===== config.mk =====
export PLATFORM = sky130hd
export DESIGN_NAME = updn_stage
export DESIGN_NICKNAME = d
export VERILOG_FILES = /design/src/rtl/updn_pkg.sv /design/src/rtl/updn_edge.sv /design/src/rtl/updn_step.sv /design/src/rtl/updn_term.sv /design/src/rtl/updn_stage.sv
export SDC_FILE = /design/constraint.sdc
export NUM_CORES = 1
export LEC_CHECK = 0
export CORE_AREA = 3 3 40 42
export DETAILED_ROUTE_END_ITERATION = 6
export DIE_AREA = 0 0 43 45
export DONT_BUFFER_PORTS = 1
export MAX_ROUTING_LAYER = met4
export SLEW_MARGIN = 10
export SYNTH_ARGS = -nofsm -noshare
export SYNTH_HDL_FRONTEND = slang
export SYNTH_SLANG_ARGS = --single-unit

===== constraint.sdc =====
create_clock -name clk -period 1.9 [get_ports clk]
set_clock_uncertainty 0.05 [all_clocks]
set_input_delay 0.285 -clock clk [delete_from_list [all_inputs] [get_ports clk]]
set_output_delay 0.285 -clock clk [all_outputs]
set_load 0.005 [all_outputs]

===== src/rtl/updn_pkg.sv =====
package updn_pkg;
  typedef enum logic [1:0] {
    STEP_HOLD = 2'd0,
    STEP_LOAD = 2'd1,
    STEP_INC  = 2'd2,
    STEP_DEC  = 2'd3
  } step_op_t;

  localparam int unsigned NUM_STROBES = 2;
  localparam int unsigned UP_IDX      = 0;
  localparam int unsigned DN_IDX      = 1;
endpackage


===== src/rtl/updn_edge.sv =====
// Synchronizer plus rising-edge detector for one strobe. The chain resets
// high, so a strobe that rests high gives no edge when clear is released.
module updn_edge #(
  parameter int unsigned STAGES = 2
) (
  input  logic clk,
  input  logic clr,
  input  logic din,
  output logic lvl,
  output logic rise
);
  localparam int unsigned LEN = STAGES + 1;

  logic [LEN-1:0] sh;

  always_ff @(posedge clk or posedge clr) begin
    if (clr) sh <= '1;
    else     sh <= {sh[LEN-2:0], din};
  end

  assign lvl  = sh[STAGES-1];
  assign rise = sh[STAGES-1] & ~sh[STAGES];
endmodule


===== src/rtl/updn_step.sv =====
// Next-count computation for one operation.
module updn_step
  import updn_pkg::*;
#(
  parameter int unsigned WIDTH   = 4,
  parameter bit          DECIMAL = 1'b0
) (
  input  step_op_t         op,
  input  logic [WIDTH-1:0] cur,
  input  logic [WIDTH-1:0] pdata,
  output logic [WIDTH-1:0] nxt
);
  localparam logic [WIDTH-1:0] TOP = DECIMAL ? WIDTH'(9) : {WIDTH{1'b1}};

  always_comb begin
    unique case (op)
      STEP_LOAD: nxt = pdata;
      STEP_INC:  nxt = (cur >= TOP) ? '0 : cur + 1'b1;
      STEP_DEC:  nxt = (cur == '0) ? TOP : cur - 1'b1;
      default:   nxt = cur;
    endcase
  end
endmodule


===== src/rtl/updn_term.sv =====
// Active-low carry and borrow, built from the synchronized strobe levels
// and the registered count.
module updn_term #(
  parameter int unsigned WIDTH   = 4,
  parameter bit          DECIMAL = 1'b0
) (
  input  logic [WIDTH-1:0] cnt,
  input  logic             up_lvl,
  input  logic             dn_lvl,
  output logic             carry_n,
  output logic             borrow_n
);
  localparam logic [WIDTH-1:0] TOP = DECIMAL ? WIDTH'(9) : {WIDTH{1'b1}};

  logic at_top, at_zero;

  assign at_top   = (cnt == TOP);
  assign at_zero  = (cnt == '0);
  assign carry_n  = ~(~up_lvl & at_top);
  assign borrow_n = ~(~dn_lvl & at_zero);
endmodule


===== src/rtl/updn_stage.sv =====
module updn_stage
  import updn_pkg::*;
#(
  parameter int unsigned WIDTH       = 4,
  parameter bit          DECIMAL     = 1'b0,
  parameter int unsigned SYNC_STAGES = 2
) (
  input  logic             clk,
  input  logic             clr,
  input  logic             up_in,
  input  logic             dn_in,
  input  logic             preset_n,
  input  logic [WIDTH-1:0] pdata,
  output logic [WIDTH-1:0] cnt,
  output logic             carry_n,
  output logic             borrow_n
);
  logic [NUM_STROBES-1:0] strobe_raw, strobe_lvl, strobe_rise;
  logic up_lvl, dn_lvl, up_rise, dn_rise;
  step_op_t         op;
  logic [WIDTH-1:0] cnt_q, cnt_nxt;

  assign strobe_raw[UP_IDX] = up_in;
  assign strobe_raw[DN_IDX] = dn_in;

  for (genvar g = 0; g < NUM_STROBES; g++) begin : g_strobe
    updn_edge #(.STAGES(SYNC_STAGES)) edge_i (
      .clk (clk),
      .clr (clr),
      .din (strobe_raw[g]),
      .lvl (strobe_lvl[g]),
      .rise(strobe_rise[g])
    );
  end

  assign up_lvl  = strobe_lvl[UP_IDX];
  assign dn_lvl  = strobe_lvl[DN_IDX];
  assign up_rise = strobe_rise[UP_IDX];
  assign dn_rise = strobe_rise[DN_IDX];

  // Priority: preset, then a single-strobe step; coincident edges cancel.
  always_comb begin
    if (!preset_n)               op = STEP_LOAD;
    else if (up_rise && !dn_rise) op = STEP_INC;
    else if (dn_rise && !up_rise) op = STEP_DEC;
    else                          op = STEP_HOLD;
  end

  updn_step #(.WIDTH(WIDTH), .DECIMAL(DECIMAL)) step_i (
    .op   (op),
    .cur  (cnt_q),
    .pdata(pdata),
    .nxt  (cnt_nxt)
  );

  always_ff @(posedge clk or posedge clr) begin
    if (clr) cnt_q <= '0;
    else     cnt_q <= cnt_nxt;
  end

  assign cnt = cnt_q;

  updn_term #(.WIDTH(WIDTH), .DECIMAL(DECIMAL)) term_i (
    .cnt     (cnt_q),
    .up_lvl  (up_lvl),
    .dn_lvl  (dn_lvl),
    .carry_n (carry_n),
    .borrow_n(borrow_n)
  );
endmodule


# After elaboration in Yosys (flattened, before gate mapping)

Index checks and enable logic that the tools add are counted.

Output and inout bits: 6
Bits of input ports: 9
Word-level logic and storage cells: 32
Register bits: 10

Add/subtract/negate cells: 2
Mux-type cells: 6
Equality and inequality tests: 4
Bitwise operators: 10
$lt $le $gt $ge: 1
Reductions and logical operators: 6

Operators with widths:

| operator            | number |
|---|---|
| $pmux 4 s3          | 1 |
| $mux 4              | 2 |
| $mux 2              | 3 |
| $not 1->1           | 6 |
| $add 4x1->4 const B | 1 |
| $and 1x1->1         | 4 |
| $eq 2x2->1 const B  | 2 |
| $eq 4x4->1 const B  | 1 |
| $ge 4x4->1 const B  | 1 |
| $logic_not 4->1     | 1 |
| $sub 4x1->4 const B | 1 |
| $reduce_bool 3->1   | 1 |
| $eq 2x1->1 const B  | 1 |
| $logic_and 1x1->1   | 2 |
| $logic_not 1->1     | 2 |

# Depth between registers and ports, before layout

Depth in word-level cells: 9
Gate-level depth with buffers: 7
Gate-level depth less buffers: 6

# Modules after synthesis

Synthesis repeated with hierarchy kept, for this count alone.

Cells, all modules: 61
Area total of the unflattened synthesis: 625.6 um^2

By module, submodules not included:

| module     | cells each | area an instance (um^2) | instances | sequential area each (um^2) |
|---|---|---|---|---|
| updn_step  | 37         | 267.8                   | 1         | 0.0 |
| updn_edge  | 5          | 96.3                    | 2         | 78.8 |
| updn_stage | 9          | 140.1                   | 1         | 100.1 |
| updn_term  | 5          | 25.0                    | 1         | 0.0 |

# Least setup slack after synthesis

Ideal clock, no wire load.

Kind: register to register
Start point: register g_strobe[1].edge_i.sh[1]
End point: register cnt_q[0] (netlist: cnt[0])
Period minus slack after synthesis: 1829 ps
Path buffers: 1
Path slack: 71 ps
Arrival time: 1715 ps
Setup time: 64 ps
Cell stages (with the launch flop): 7
Required time: 1786 ps
Cells stage by stage: dfstp_2 > nor2b_1 > ha_1 > buf_6 > or4_1 > o211ai_1 > a21o_1

Longest elaborated chain between the ends: 7
Elaborated cells on any way between the ends: 12
Those cells by class: 3 x eq/ne; 4 x mux; 1 x bitwise; 4 x reduce/logical

RTL lines:

| what                                                        | RTL line                           | source |
|---|---|---|
| start, declared                                             | updn_edge.sv:14                    | `logic [LEN-1:0] sh;` |
| start signal, assigned                                      | updn_edge.sv:18                    | `else sh <= {sh[LEN-2:0], din};` |
| $and 1x1->1 *                                               | updn_edge.sv:22                    | `assign rise = sh[STAGES-1] & ~sh[STAGES];` |
| $logic_and 1x1->1 / $logic_not 1->1 (equally long branches) | updn_stage.sv:45, updn_stage.sv:44 |  |
| $mux 2 / $logic_and 1x1->1 (equally long branches)          | updn_stage.sv:45, updn_stage.sv:44 |  |
| $mux 2 *                                                    | updn_stage.sv:44                   | `else if (up_rise && !dn_rise) op = STEP_INC;` |
| $mux 2 *                                                    | updn_stage.sv:43                   | `if (!preset_n) op = STEP_LOAD;` |
| $eq 2x2->1 / $eq 2x1->1 (equally long branches)             | updn_step.sv:16                    | `unique case (op)` |
| $pmux 4 s3 / $reduce_bool 3->1 (equally long branches)      | n/a                                |  |
| end signal, assigned                                        | updn_stage.sv:58                   | `else cnt_q <= cnt_nxt;` |
| end, declared                                               | updn_stage.sv:21                   | `logic [WIDTH-1:0] cnt_q, cnt_nxt;` |

Every way passes the cells marked *; elsewhere a longest branch is shown, timed or not.
A chain may end at the register's enable or synchronous reset.

# Final worst setup path

Start point: register cnt_q[1] (netlist: cnt[1])
End point: output borrow_n

Longest elaborated chain between the ends: 3

RTL lines:

| what            | RTL line         | source |
|---|---|---|
| $logic_not 4->1 | updn_term.sv:18  | `assign at_zero = (cnt == '0);` |
| $and 1x1->1     | updn_term.sv:20  | `assign borrow_n = ~(~dn_lvl & at_zero);` |
| $not 1->1       | updn_term.sv:20  |  |
| end, declared   | updn_stage.sv:16 | `output logic borrow_n` |

No other way between the ends.

==> results.cfg <==
[run_status]
outcome = finished, final reports clean

[clocking]
clk_latency_ns = 0.26
cts_max_level = 1
cts_buffers = 3
cts.reportedPaths.clkPinSlew_ns = 0.06
cts_tree = done
max-clock-path-buffers = 2
numClockSinks = 10
root_buffer = clkbuf_4

[sta]
setup_ws_ns = 0.0691
hold_ws_ns = 0.0927
finalSetupViolCount = 0
maxSlewViolCount = 0
setup_tns_ns = 0
tightest_slew_ns = 0.364
max_slew_margin_pct = 75.7
post-route-period-util_pct = 96.4
final_hold_viol_count = 0
rsz0062_at_grt = false
fmax_mhz = 546
period_needed_ns = 1.83

[power]
pwr-share-comb_pct = 22.5
p_int_uw = 423
power_density_nw_per_um2 = 866
p_leak_nw = 0.290
sw_frac_of_total_pct = 29.2
vdd_drop_max_v = 0.000684
power.share.sequential_pct = 46.2
p_sw_uw = 174
power_frac_clock_pct = 31.3
power_uw = 597

[critical_path]
cp.depth = 3
r2r_slack_ns = 0.09
crit_family = simple AND/OR/NAND/NOR gates
r2r_start = g_strobe[1].edge_i.sh[1]
worstSetupStartpoint = cnt[1]
crit_chain = inv_1, ha_2, or4b_1
path_class = flop to output port
cp_max_fo = 7
worst-r2r-cell-count = 5
critPathBufInv = 1
endpoint_kind = output port
slowest_delay_ns = 0.47
critPathCapture = borrow_n
startpoint_type = flop
required_ns = 1.56
slowest_stage = or4b_1
cp.arrival_ns = 1.50
reg2reg_to = cnt[0]

[synthesis]
avgSynthCellArea_um2 = 9.08
synth_area_um2 = 599
synth.distinct_cells = 29
async_reset_ff_share_pct = 100
synth_ff_type = dfstp_2
syn_nets = 78
ys_warn_count = 0
synth_enable_flop_cells = 0
synth-seq-cells = 10
seq_area_frac_synth_pct = 43.0
netlist_instances = 66

[route]
wl_per_cell_um = 14.3
drc = 0
wl_mm = 1.26
drtPass1Iterations = 4
drtAntennaViolNets = 0
num_vias = 479
post_drt_via_cell_ratio = 5.44
dr.first_iter.drc_count = 10

[place]
dpl_cell_area_um2 = 619
place.gp.congestion = 0.720
port_buffers = 0
dp.final_hpwl_um = 932
place_ws_ns = 0.105

[flow_run]
max-cap-violations = 0

[floorplanning]
start_util_pct = 46.6
core_area_um2 = 1280
die_x_um = 43
dieArea_um2 = 1940
rows = 13
io_pins = 15
die_h_um = 45

[min_path]
hold_class = input pin to flop
whs_path_depth = 1

[finish]
drive_above_1_share_pct = 23.3
nets = 86
final_cell_mix = nor2_1 (6), dfstp_2 (6), inv_1 (5), nand2_1 (5), nand3_1 (4)
fillers = 119
area_growth_pct = 15.0
diodes = 0
design_area_um2 = 689

[grt]
first_global_vias = 507
grt_pass1_wl_mm = 2.06
grt_max_degree = 11
grt-ovfl-total = 0
antenna_found_initial = 0
gr-usage-all-layers_pct = 14.5
-- through the flow --
| step | utilization (%) | cells |
|---|---|---|
| after floorplan | - | 66 |
| after global placement | 48.2 | 81 |
| after detailed placement | 48.2 | 81 |
| after CTS | 53.4 | 88 |
| after global routing | 53.7 | 88 |
| final | 53.7 | 88 |
-- synthesized netlist by cell type (2+ instances only) --
| library cell | n | area share [%] |
|---|---|---|
| nor2_1 | 6 | 3.8 |
| dfstp_2 | 6 | 26 |
| ha_1 | 3 | 6.3 |
| inv_1 | 5 | 3.1 |
| nand4_1 | 2 | 2.1 |
| nand2_1 | 5 | 3.1 |
| nor2b_1 | 3 | 3.1 |
| dfrtp_1 | 4 | 17 |
| a21oi_1 | 2 | 1.7 |
| nand3_1 | 4 | 3.3 |
| o211ai_1 | 3 | 3.8 |
| o21ai_1 | 2 | 1.7 |
| nand2b_1 | 2 | 2.1 |
| o22ai_1 | 2 | 2.1 |
| o21ai_0 | 2 | 1.7 |
| buf_2 | 2 | 1.7 |
-- sequential cells by signal (all words and copies together), names as in the netlist --
name and flops:
g_strobe.edge_i.sh 6, cnt 4
-- worst min path at each step --
stage,start,to,slack [ns]
after floorplan,clr,cnt[0],0.07
after global placement,clr,cnt[2],0.12
after detailed placement,clr,cnt[2],0.12
after CTS,preset_n,cnt[0],0.09
after global routing,preset_n,cnt[0],0.09
final,preset_n,cnt[0],0.09
-- area by class of cell --
cell class	instances	area (um^2)	area share (%)
Clock buffer	4	36.3	5.26
Timing Repair Buffer	6	52.6	7.62
Inverter	6	22.5	3.27
Tap cell	15	18.8	2.72
Multi-Input combinational cell	47	300	43.6
Sequential cell	10	259	37.6
-- power groups by stage --
stage	logic, mW	registers, mW	clock network (mW)
final	0.134	0.276	0.187
after global routing	0.152	0.282	0.201
after CTS	0.133	0.276	0.194
after detailed placement	0.127	0.279	0
after global placement	0.126	0.279	0
after floorplan	0.105	0.270	0
-- cells by family (layout without fill, tap and decap cells) --
logic type,Yosys count,in the layout,share of synthesized area [%]
AOI/OAI and AO/OA,15,15,16.3
xor gates and xnor gates,1,1,1.46
adders and majority gates,3,3,6.26
buffers and inverters,9,16,7.31
DFF,10,10,43.0
muxes,1,1,1.67
and+or+nand+nor,27,27,24.0
-- routing by layer --
layer  wire (um)  global-route usage, %  vias up
met4           0                   1.81        0
li1            -                      -      245
met3         117                   5.98        0
met1         575                   17.8      220
met5           0                      -        -
met2         565                   23.4       14
-- what timing repair did --
item / in CTS / in global routing
setup endpoints to repair: 0 / 1
hold endpoints to repair: 6 / 0
resized for setup: 0 / 2
buffers inserted: 0 / 0
hold buffers: 3 / 0
No activity file was read; power rests on OpenSTA's default activity.
